File: config.mk
export PLATFORM = sky130hd
export DESIGN_NAME = a429_word_rx
export DESIGN_NICKNAME = d
export VERILOG_FILES = /design/src/rtl/a429RxPkg.sv /design/src/rtl/a429RxCtrl.sv /design/src/rtl/a429RxData.sv /design/src/rtl/a429_word_rx.sv
export SDC_FILE = /design/constraint.sdc
export NUM_CORES = 1
export LEC_CHECK = 0
export ABC_AREA = 0
export CORE_MARGIN = 2
export CORE_UTILIZATION = 54
export DETAILED_ROUTE_END_ITERATION = 8
export PLACE_DENSITY = 0.76
export SETUP_SLACK_MARGIN = 0.3
export SLEW_MARGIN = 40
export SYNTH_ARGS = -nofsm -noshare
export SYNTH_HDL_FRONTEND = slang
export SYNTH_SLANG_ARGS = --single-unit
File: constraint.sdc
create_clock -name clk -period 2.45 [get_ports clk]
set_clock_uncertainty 0.05 [all_clocks]
set_input_delay 0.49 -clock clk [delete_from_list [all_inputs] [get_ports clk]]
set_output_delay 0.49 -clock clk [all_outputs]
set_load 0.01 [all_outputs]
File: src/rtl/a429RxPkg.sv
package a429RxPkg;
  localparam int WORD_BITS = 32;
  localparam int HALF_BITS = WORD_BITS / 2;

  typedef enum logic [1:0] {
    LV_NULL = 2'd0,
    LV_ONE  = 2'd1,
    LV_ZERO = 2'd2
  } level_e;

  typedef enum logic {
    ST_WAIT_GAP = 1'b0,
    ST_RUN      = 1'b1
  } seqState_e;

  typedef struct packed {
    logic shift;
    logic bitVal;
    logic eos;
  } rxStrobe_t;
endpackage

File: src/rtl/a429RxCtrl.sv
module a429RxCtrl
  import a429RxPkg::*;
#(
  parameter int FAST_DIV    = 10,
  parameter int SLOW_DIV    = 80,
  parameter int MIN_RUN     = 3,
  parameter int MAX_RUN     = 7,
  parameter int GAP_SAMPLES = 25
) (
  input  logic      clk,
  input  logic      rstN,
  input  logic      slowRate,
  input  logic      railHi,
  input  logic      railLo,
  output rxStrobe_t strobe
);
  localparam int DIV_W = $clog2(SLOW_DIV);
  localparam int RUN_W = $clog2(MAX_RUN + 2);
  localparam int NUL_W = $clog2(GAP_SAMPLES + 1);
  localparam int CNT_W = $clog2(WORD_BITS);
  localparam logic [DIV_W-1:0] FAST_LIM = DIV_W'(FAST_DIV - 1);
  localparam logic [DIV_W-1:0] SLOW_LIM = DIV_W'(SLOW_DIV - 1);
  localparam logic [RUN_W-1:0] RUN_SAT  = RUN_W'(MAX_RUN + 1);
  localparam logic [RUN_W-1:0] RUN_MIN  = RUN_W'(MIN_RUN);
  localparam logic [NUL_W-1:0] GAP_LIM  = NUL_W'(GAP_SAMPLES);
  localparam logic [CNT_W-1:0] LAST_BIT = CNT_W'(WORD_BITS - 1);

  logic [1:0]       hiSync, loSync;
  logic [DIV_W-1:0] divCnt;
  logic             tick;
  level_e           level, curLvl;
  seqState_e        state;
  logic [RUN_W-1:0] runLen, runNext;
  logic [NUL_W-1:0] nullLen, nullNext;
  logic [CNT_W-1:0] bitCount;
  logic             bothHigh;

  // two-stage synchroniser per rail
  always_ff @(posedge clk or negedge rstN) begin
    if (!rstN) begin
      hiSync <= '0;
      loSync <= '0;
    end else begin
      hiSync <= {hiSync[0], railHi};
      loSync <= {loSync[0], railLo};
    end
  end

  // sample tick divider
  always_ff @(posedge clk or negedge rstN) begin
    if (!rstN) begin
      divCnt <= '0;
    end else if (tick) begin
      divCnt <= '0;
    end else begin
      divCnt <= divCnt + 1'b1;
    end
  end
  assign tick = (divCnt == (slowRate ? SLOW_LIM : FAST_LIM));

  always_comb begin
    bothHigh = hiSync[1] & loSync[1];
    if (hiSync[1])      curLvl = LV_ONE;
    else if (loSync[1]) curLvl = LV_ZERO;
    else                curLvl = LV_NULL;
    runNext  = (runLen == RUN_SAT) ? runLen : runLen + 1'b1;
    nullNext = (nullLen == GAP_LIM) ? nullLen : nullLen + 1'b1;
  end

  // sequence control
  always_ff @(posedge clk or negedge rstN) begin
    if (!rstN) begin
      state    <= ST_WAIT_GAP;
      level    <= LV_NULL;
      runLen   <= '0;
      nullLen  <= '0;
      bitCount <= '0;
      strobe   <= '0;
    end else begin
      strobe <= '0;
      if (tick) begin
        if (bothHigh) begin
          state    <= ST_WAIT_GAP;
          bitCount <= '0;
          level    <= LV_NULL;
          runLen   <= '0;
          nullLen  <= '0;
        end else if (curLvl == LV_NULL) begin
          nullLen <= nullNext;
          level   <= LV_NULL;
          runLen  <= '0;
          if (level != LV_NULL && state == ST_RUN) begin
            if (runLen >= RUN_MIN && runLen <= RUN_W'(MAX_RUN)) begin
              strobe.shift  <= 1'b1;
              strobe.bitVal <= (level == LV_ONE);
              if (bitCount == LAST_BIT) begin
                strobe.eos <= 1'b1;
                bitCount   <= '0;
                state      <= ST_WAIT_GAP;
              end else begin
                bitCount <= bitCount + 1'b1;
              end
            end else begin
              state    <= ST_WAIT_GAP;
              bitCount <= '0;
            end
          end else if (nullNext == GAP_LIM) begin
            state    <= ST_RUN;
            bitCount <= '0;
          end
        end else begin
          nullLen <= '0;
          if (level == LV_NULL) begin
            level  <= curLvl;
            runLen <= RUN_W'(1);
          end else if (level == curLvl) begin
            runLen <= runNext;
            if (runNext > RUN_W'(MAX_RUN)) begin
              state    <= ST_WAIT_GAP;
              bitCount <= '0;
            end
          end else begin
            level    <= curLvl;
            runLen   <= RUN_W'(1);
            state    <= ST_WAIT_GAP;
            bitCount <= '0;
          end
        end
      end
    end
  end

  // recovered bits are at least one full tick apart
  assert_bit_spacing_R2: assert property (@(posedge clk) disable iff (!rstN)
    strobe.shift |=> !strobe.shift);

  // a bit is only shifted out of a run that has just returned to null
  assert_bit_after_null_R2: assert property (@(posedge clk) disable iff (!rstN)
    strobe.shift |-> (level == LV_NULL));
endmodule

File: src/rtl/a429RxData.sv
module a429RxData
  import a429RxPkg::*;
(
  input  logic                 clk,
  input  logic                 rstN,
  input  rxStrobe_t            strobe,
  input  logic                 matchEn,
  input  logic [1:0]           matchBits,
  input  logic                 halfSel,
  input  logic                 readN,
  output logic [HALF_BITS-1:0] busOut,
  output logic                 busOe,
  output logic                 readyN
);
  logic [WORD_BITS-1:0] shiftReg, shiftNext, word;
  logic                 accept;
  logic [1:0]           readMask, hitMask;
  logic [HALF_BITS-1:0] halfLow, halfHigh;

  always_comb begin
    shiftNext = {strobe.bitVal, shiftReg[WORD_BITS-1:1]};
    accept    = strobe.eos &&
                (!matchEn || (shiftNext[8] == matchBits[0] && shiftNext[9] == matchBits[1]));
  end

  always_ff @(posedge clk or negedge rstN) begin
    if (!rstN) begin
      shiftReg <= '0;
      word     <= '0;
    end else begin
      if (strobe.shift) shiftReg <= shiftNext;
      if (accept)       word     <= {~(^shiftNext), shiftNext[WORD_BITS-2:0]};
    end
  end

  // ready flag and half tracking
  always_comb begin
    hitMask = readMask;
    if (!readN && !readyN) hitMask[halfSel] = 1'b1;
  end

  always_ff @(posedge clk or negedge rstN) begin
    if (!rstN) begin
      readyN   <= 1'b1;
      readMask <= '0;
    end else if (accept) begin
      readyN   <= 1'b0;
      readMask <= '0;
    end else if (hitMask == 2'b11) begin
      readyN   <= 1'b1;
      readMask <= '0;
    end else begin
      readMask <= hitMask;
    end
  end

  // readout mapping
  assign halfLow[15:11] = word[12:8];
  assign halfLow[10]    = word[30];
  assign halfLow[9]     = word[29];
  assign halfLow[8]     = word[31];
  generate
    for (genvar i = 0; i < 8; i++) begin : g_lowByte
      assign halfLow[7-i] = word[i];
    end
  endgenerate
  assign halfHigh = word[28:13];

  assign busOe  = !readN;
  assign busOut = busOe ? (halfSel ? halfHigh : halfLow) : '0;

  assert_ready_set_R9: assert property (@(posedge clk) disable iff (!rstN)
    $fell(readyN) |-> $past(strobe.eos));

  assert_ready_clear_R9: assert property (@(posedge clk) disable iff (!rstN)
    $rose(readyN) |-> $past(!readN));

  assert_word_hold_R10: assert property (@(posedge clk) disable iff (!rstN)
    !strobe.eos |=> $stable(word));

  assert_bus_idle_R11: assert property (@(posedge clk) disable iff (!rstN)
    readN |-> (busOut == '0));
endmodule

File: src/rtl/a429_word_rx.sv
module a429_word_rx
  import a429RxPkg::*;
#(
  parameter int FAST_DIV        = 10,
  parameter int SLOW_DIV        = 80,
  parameter int SAMPLES_PER_BIT = 10,
  parameter int MIN_RUN         = 3,
  parameter int MAX_RUN         = 7
) (
  input  logic        clk,
  input  logic        rstN,
  input  logic        slowRate,
  input  logic        railHi,
  input  logic        railLo,
  input  logic        matchEn,
  input  logic [1:0]  matchBits,
  input  logic        halfSel,
  input  logic        readN,
  output logic [15:0] busOut,
  output logic        busOe,
  output logic        readyN
);
  localparam int GAP_SAMPLES = 3 * SAMPLES_PER_BIT - SAMPLES_PER_BIT / 2;

  rxStrobe_t strobe;

  a429RxCtrl #(
    .FAST_DIV   (FAST_DIV),
    .SLOW_DIV   (SLOW_DIV),
    .MIN_RUN    (MIN_RUN),
    .MAX_RUN    (MAX_RUN),
    .GAP_SAMPLES(GAP_SAMPLES)
  ) i_ctrl (
    .clk     (clk),
    .rstN    (rstN),
    .slowRate(slowRate),
    .railHi  (railHi),
    .railLo  (railLo),
    .strobe  (strobe)
  );

  a429RxData i_data (
    .clk      (clk),
    .rstN     (rstN),
    .strobe   (strobe),
    .matchEn  (matchEn),
    .matchBits(matchBits),
    .halfSel  (halfSel),
    .readN    (readN),
    .busOut   (busOut),
    .busOe    (busOe),
    .readyN   (readyN)
  );
endmodule

### Yosys cells after proc, flatten, opt, wreduce, memory -nomap -nowiden

Cells that the tools add are included.

| word-level totals | value |
|---|---|
| register bits after elaboration | 98 |
| output and inout bits | 18 |
| word-level logic and storage cells | 109 |

| cells by class | value |
|---|---|
| add/subtract/negate cells | 4 |
| $lt $le $gt $ge | 5 |
| equality and inequality tests | 15 |
| muxes and demuxes | 49 |
| bitwise gates (word level) | 3 |
| reductions and logical operators | 18 |

Operators with widths:

| kind | count |
|---|---|
| 5-bit 2-to-1 mux | 12 |
| 16-bit 2-to-1 mux | 2 |
| 32-bit parity | 1 |
| 4-bit 2-to-1 mux | 5 |
| 2-bit 2-to-1 mux | 9 |
| 5-bit == test (second input constant) | 3 |
| 3-bit 2-to-1 mux | 5 |
| 7-bit 2-to-1 mux | 2 |
| 1-bit 2-to-1 mux | 13 |
| 5-bit by 1-bit adder with 5-bit output (second input constant) | 2 |
| 7-bit by 1-bit adder with 7-bit output (second input constant) | 1 |
| 7-bit == test | 1 |
| 1-bit logical AND | 6 |
| 5-bit by 4-bit != test with 1-bit output (second input constant) | 1 |
| 5-bit AND reduction | 1 |
| 4-bit by 1-bit adder with 4-bit output (second input constant) | 1 |
| 4-bit == test (second input constant) | 1 |
| 4-bit by 2-bit >= comparator with 1-bit output (second input constant) | 1 |
| 4-bit by 3-bit > comparator with 1-bit output (second input constant) | 1 |
| 4-bit by 3-bit less-or-equal comparator with 1-bit output (second input constant) | 1 |
| 2-bit zero test | 2 |
| 4-bit by 1-bit != test with 1-bit output (second input constant) | 1 |
| 4-bit by 2-bit != test with 1-bit output (second input constant) | 1 |
| 4-bit by 3-bit != test with 1-bit output (second input constant) | 1 |
| 16 further kinds | 20 |

### Logic depth before layout (Yosys ltp)

| depth | value |
|---|---|
| depth in word-level cells | 9 |
| mapped depth | 9 |
| mapped depth without buffers | 8 |

### Hierarchy

A second synthesis with hierarchy kept.

| second synthesis, totals | value |
|---|---|
| cells, all modules | 394 |
| area, all modules | 4663.2 um^2 |

Modules (own cells, without submodules):

| module | instances | cells an instance | area each (um^2) | sequential area each (um^2) |
|---|---|---|---|---|
| a429RxData | 1 | 219 | 2999.1 | 1652.8 |
| a429RxCtrl | 1 | 175 | 1664.1 | 775.7 |

### Least setup slack after synthesis

Ideal clock, no wire load.

| path | value |
|---|---|
| kind | in2reg |
| start | input slowRate |
| end | register i_ctrl.state |
| arrival time | 2.250 ns |
| path slack | 0.023 ns |
| stages | 7 |
| path through | or4_4 -> a2111oi_4 -> o211ai_2 -> a31o_1 -> buf_6 -> o21ai_1 -> o31ai_2 |

| between the ends | value |
|---|---|
| longest elaborated chain between the ends | 3 |

RTL lines:

| what | line | source |
|---|---|---|
| start: declaration | a429_word_rx.sv:12 | `input logic slowRate,` |
| 7-bit 2-to-1 mux | a429RxCtrl.sv:59 | `assign tick = (divCnt == (slowRate ? SLOW_LIM : FAST_LIM));` |
| 7-bit == test | a429RxCtrl.sv:59 |  |
| 5-bit AND reduction (no source line) | -- |  |
| end signal: assignment | a429RxCtrl.sv:73 | `state <= ST_WAIT_GAP;` |
| end signal: assignment | a429RxCtrl.sv:83 | `state <= ST_WAIT_GAP;` |
| end signal: assignment | a429RxCtrl.sv:99 | `state <= ST_WAIT_GAP;` |
| end: declaration | a429RxCtrl.sv:32 | `seqState_e state;` |

Every way passes these cells.
A chain may end at the register's enable or synchronous reset.

### Final worst setup path

| path | value |
|---|---|
| start | register i_ctrl.divCnt[2] |
| end | register i_ctrl.bitCount[3] |

| between the ends | value |
|---|---|
| longest elaborated chain between the ends | 2 |

RTL lines:

| what | line | source |
|---|---|---|
| start: declaration | a429RxCtrl.sv:29 | `logic [DIV_W-1:0] divCnt;` |
| start signal: assignment | a429RxCtrl.sv:56 | `divCnt <= divCnt + 1'b1;` |
| 7-bit == test | a429RxCtrl.sv:59 |  |
| 4-bit AND reduction (no source line) | -- |  |
| end signal: assignment | a429RxCtrl.sv:101 | `bitCount <= bitCount + 1'b1;` |
| end: declaration | a429RxCtrl.sv:35 | `logic [CNT_W-1:0] bitCount;` |

Every way passes these cells.

==> results list <==
- The run finished with clean final reports.
- Antenna cells: 0
* Synth Area in Adders: under 10%
- Vias in the first global route: 3112
- Main combinational cell family by area after synthesis: multiplexers
* TritonCTS clock tree: done
* Endpoints failing hold: 0
* Count of nets after finishing: about 460
- Worst setup SP type: flop
- The max-slew violation count came to 0.
* Synthesized net count: about 410
* Number of placement rows: 33
- Final global-route overflow total: 0
- # Max-Cap Violations: 0
- Summing all flip-flop and latch instances after layout gives 2430 um2.
- The tightest min-delay check is of the primary input to async pin type.
- For this run, the number of standard cells in the final layout without fillers is 547.
- Tracing the worst setup path back leads to its startpoint at i_ctrl.divCnt[2].
- The pre-antenna-repair detailed-routing pass consisted of 4 iterations.
* Slack of the worst reg-to-reg path: roughly 0.26 ns
- The final layout contains routed wiring with a total length of roughly 8300 um.
- Detailed placement ended at an HPWL of roughly 5700 um.
- Clock-pin slew on the worst setup and hold paths: approximately 0.090 ns
- Worst setup path class: flop to flop
- In the synthesized netlist the dominant register cell turns out to be dfrtp_1.
- Worst flop-to-flop path endpoint: i_ctrl.bitCount[3]
- Of the synthesized area, sequential elements account for a little over half.
- Summing over every cut layer, the via total after detailed routing is between 2000 and 3000.
- The tree is rooted in a clkbuf_8.
- Overall die area: between 9000 and 10000 um2
* Number of primary I/O pins: 28
- Multiplexer fraction of the synthesized cell area: approximately a fifth
- Largest net degree at the start of global routing: 43
- Fraction of synthesized cell area in xor and xnor cells: 7.70%
- After layout, the worst path uses roughly nine tenths of the clock period.
- At the worst endpoint, the required time is approximately 2.7 ns.
- Measured in cells, the most critical reg-to-reg path has a length of 7.
- Routability congestion estimate from global placement: ~0.8
- Post-Synthesis Cells: 387
- Post-route antenna net violation count: 0
- In the routed design, unresolved DRC markers number 0.
- Post-Syn Area: 4660 um2
- In the post-route analysis, the smallest setup slack over all paths is 0.258 ns.
* Routed wire per std cell: about 15 um
- Die outline width: a little under 100 um
* Final Hold Slack: ~0.082 ns
- DRC violation total after the first TritonRoute iteration: 87
- The first global-routing pass estimated 14600 um of wire.
- The filler cells instantiated in the layout total around 630.
* Async SR Flop Fraction: between 90% and 100%
* Simple-gate area share of the yosys netlist: 10.1%
- Initial core utilization: between 50% and 60%
- Complex-gate fraction of the synthesized area: 5.55%
- Once placement completed, the tool counted placed cells totaling 519.
* Transition time of the tightest slew-check pin: approximately 0.57 ns
* Worst relative slew slack: about three fifths
- In this run, CTS created clock tree buffers numbering 9.
- Area occupied by multi-input gates: approximately 2200 um2
* Setup slack at placement: -0.225 ns
* Average footprint of a synthesized cell: between 10 and 15 um2
- In the final layout, the share of cells above drive strength 1 is a little over a quarter.
- Max Freq: 456 MHz
- The clock reaches the later pin of the worst-skew pair after 0.36 ns.
- The longest clock path from root to sink contains 2 buffers.
- Post-detailed-route via-to-cell ratio: ~5.4
- Across every metal layer, demand over resource in global routing totals between 15 and 20%.
* Post-synth cell types: 45
* Hold_buf cts: 0
- Number of enable-type register cells in the synthesized netlist: 0
- Along the worst path, the maximum fanout reaches 2.
* Yosys warnings: 0
* Arrival time of data at the critical path endpoint: between 2 and 2.5 ns
- For this design the static power due to leakage is roughly 2.7 nW.
* RSZ-0062 raised after global routing: true
* Critical path destination: i_ctrl.bitCount[3]
- The routed design could run at a clock period as short as around 2.2 ns.
- The initial antenna violation count came to 0.
- In this run the critical register-to-register path is launched from i_ctrl.divCnt[2].
- Clock sink count: 97
- IR analysis of the VDD net gives a maximum drop of 0.309 mV.
- Number of flip-flops and latches in the synthesized netlist: 97
- Placeable core region: between 8000 and 9000 um2
- Kind of end point of the critical path: flop
- For this design the ratio of total power to cell area is ~600 nW/um2.
* Setup violations, final: 0
* Number of levels the H-tree was split into: 3
* Layout area overhead: 17.4%
* Vertical die dimension: 96.9 um
* Number of I/O port buffers: 27
==> cells in the mapped netlist (2+ instances only) <==
library cell  number  area, um2
dfrtp_1           96       2400
mux2_2            64        721
xnor2_1           34        298
nand2_1           29        109
nor2_1            27        101
mux2i_1           18        180
o21ai_0           15       75.1
ha_1              12        150
inv_1             11       41.3
nand3_1           10       50.1
clkbuf_1           7       26.3
xor2_1             7       61.3
a21oi_1            5       25.0
and3_1             4       25.0
buf_1              4       15.0
nand2b_1           4       25.0
nor2b_1            4       25.0
nand3b_1           3       22.5
nor3_1             3       15.0
and2_1             2       12.5
and3b_1            2       17.5
nand4b_1           2       17.5
o31ai_1            2       15.0
==> where the power goes <==
part           internal, W  switching, W  total (W)  leakage, nW
clock             0.000476      0.000552    0.00103       0.0929
combinational     0.000242      0.000241   0.000483         1.27
sequential         0.00169      0.000120    0.00181         1.32
total              0.00241      0.000913    0.00333         2.69
==> placed cells by master, fill, tap and decap left out, drive strengths merged, types with 4 or more instances in the layout <==
| cell | netlist | final |
|---|---|---|
| ha | 12 | 12 |
| a21oi | 5 | 5 |
| mux2i | 18 | 18 |
| inv | 11 | 12 |
| nand2b | 4 | 4 |
| xor2 | 7 | 7 |
| mux2 | 64 | 64 |
| clkdlybuf4s15 | 0 | 6 |
| and3 | 4 | 4 |
| xnor2 | 34 | 34 |
| buf | 5 | 25 |
| nand3 | 10 | 10 |
| dlygate4sd2 | 0 | 11 |
| clkbuf | 7 | 11 |
| nor2b | 4 | 4 |
| dfrtp | 96 | 96 |
| clkdlybuf4s50 | 0 | 7 |
| nand2 | 29 | 29 |
| nor2 | 27 | 27 |
| o21ai | 16 | 16 |
==> metal layers <==
layer,global-route usage [%],share of wire [%],wire [um],up-vias
met4,8.45,2.1,178,0
met5,0,0,0,-
met1,26.0,47,3890,1469
met3,3.25,2.8,235,14
met2,30.8,48,4030,41
li1,-,-,-,1454
==> worst min path at each step <==
stage	endpoint	slack, ns	cells after the start
CTS	i_data.word[2]	0.08	1
global route	i_data.word[3]	0.1	1
floorplan	i_ctrl.bitCount[0]	0.14	0
finish	i_data.word[3]	0.08	1
detailed placement	i_ctrl.loSync[1]	0.28	0
global placement	i_ctrl.hiSync[1]	0.28	0
==> cell families (layout without fill, tap and decap cells) <==
logic type | Yosys count | in the layout
AO/OA/AOI/OAI | 36 | 36
XOR/XNOR | 41 | 41
buffers and inverters | 23 | 78
adder cells (fa/ha/maj) | 12 | 12
multiplexers | 82 | 82
flip-flops | 97 | 97
AND/OR/NAND/NOR | 96 | 96
==> registers in the layout, indices dropped and copies added (netlist names) <==
signal and flops:
i_data.word 32, i_data.shiftReg 31, i_ctrl.divCnt 7, i_ctrl.bitCount 5
i_ctrl.nullLen 5, i_ctrl.runLen 4, i_ctrl.strobe 3, i_ctrl.hiSync 2
i_ctrl.level 2, i_ctrl.loSync 2, i_data.readMask 2, i_ctrl.state 1
i_data.readyN 1
==> critical path: stages, from the launching register on <==
cell	delay, ns
dfrtp_2	0.41
or4_4	0.57
a2111oi_4	0.35
o211ai_2	0.17
buf_6	0.16
nor3_4	0.12
a21oi_2	0.06
o31ai_2	0.21
==> repair_timing <==
| action | 4_1_cts | 5_1_grt |
|---|---|---|
| cloned | 1 | 0 |
| buffers inserted | 9 | 2 |
| setup endpoints to repair | 23 | 20 |
| pin swaps | 5 | 7 |
| resized for setup | 28 | 21 |
==> through the flow <==
step	area (um2)	setup TNS (ns)	total power, W	util [%]
2_1_floorplan	4670	0	0.00210	-
3_3_place_gp	5130	-0.603	0.00222	61.8
3_5_place_dp	5130	-1.07	0.00224	61.8
4_1_cts	5400	0	0.00332	65.1
5_1_grt	5480	0	0.00351	66.0
6_report	5480	0	0.00333	66.0
==> cell type report <==
cell class	instances	area share [%]
clock buffers	10	2.33
clock inverters	6	1.23
inverters	11	0.754
multi-input cells	267	40.1
flip-flops and latches	97	44.4
well taps	105	2.40
repair buffers	51	8.82
Power figures use the tool's default switching activity.
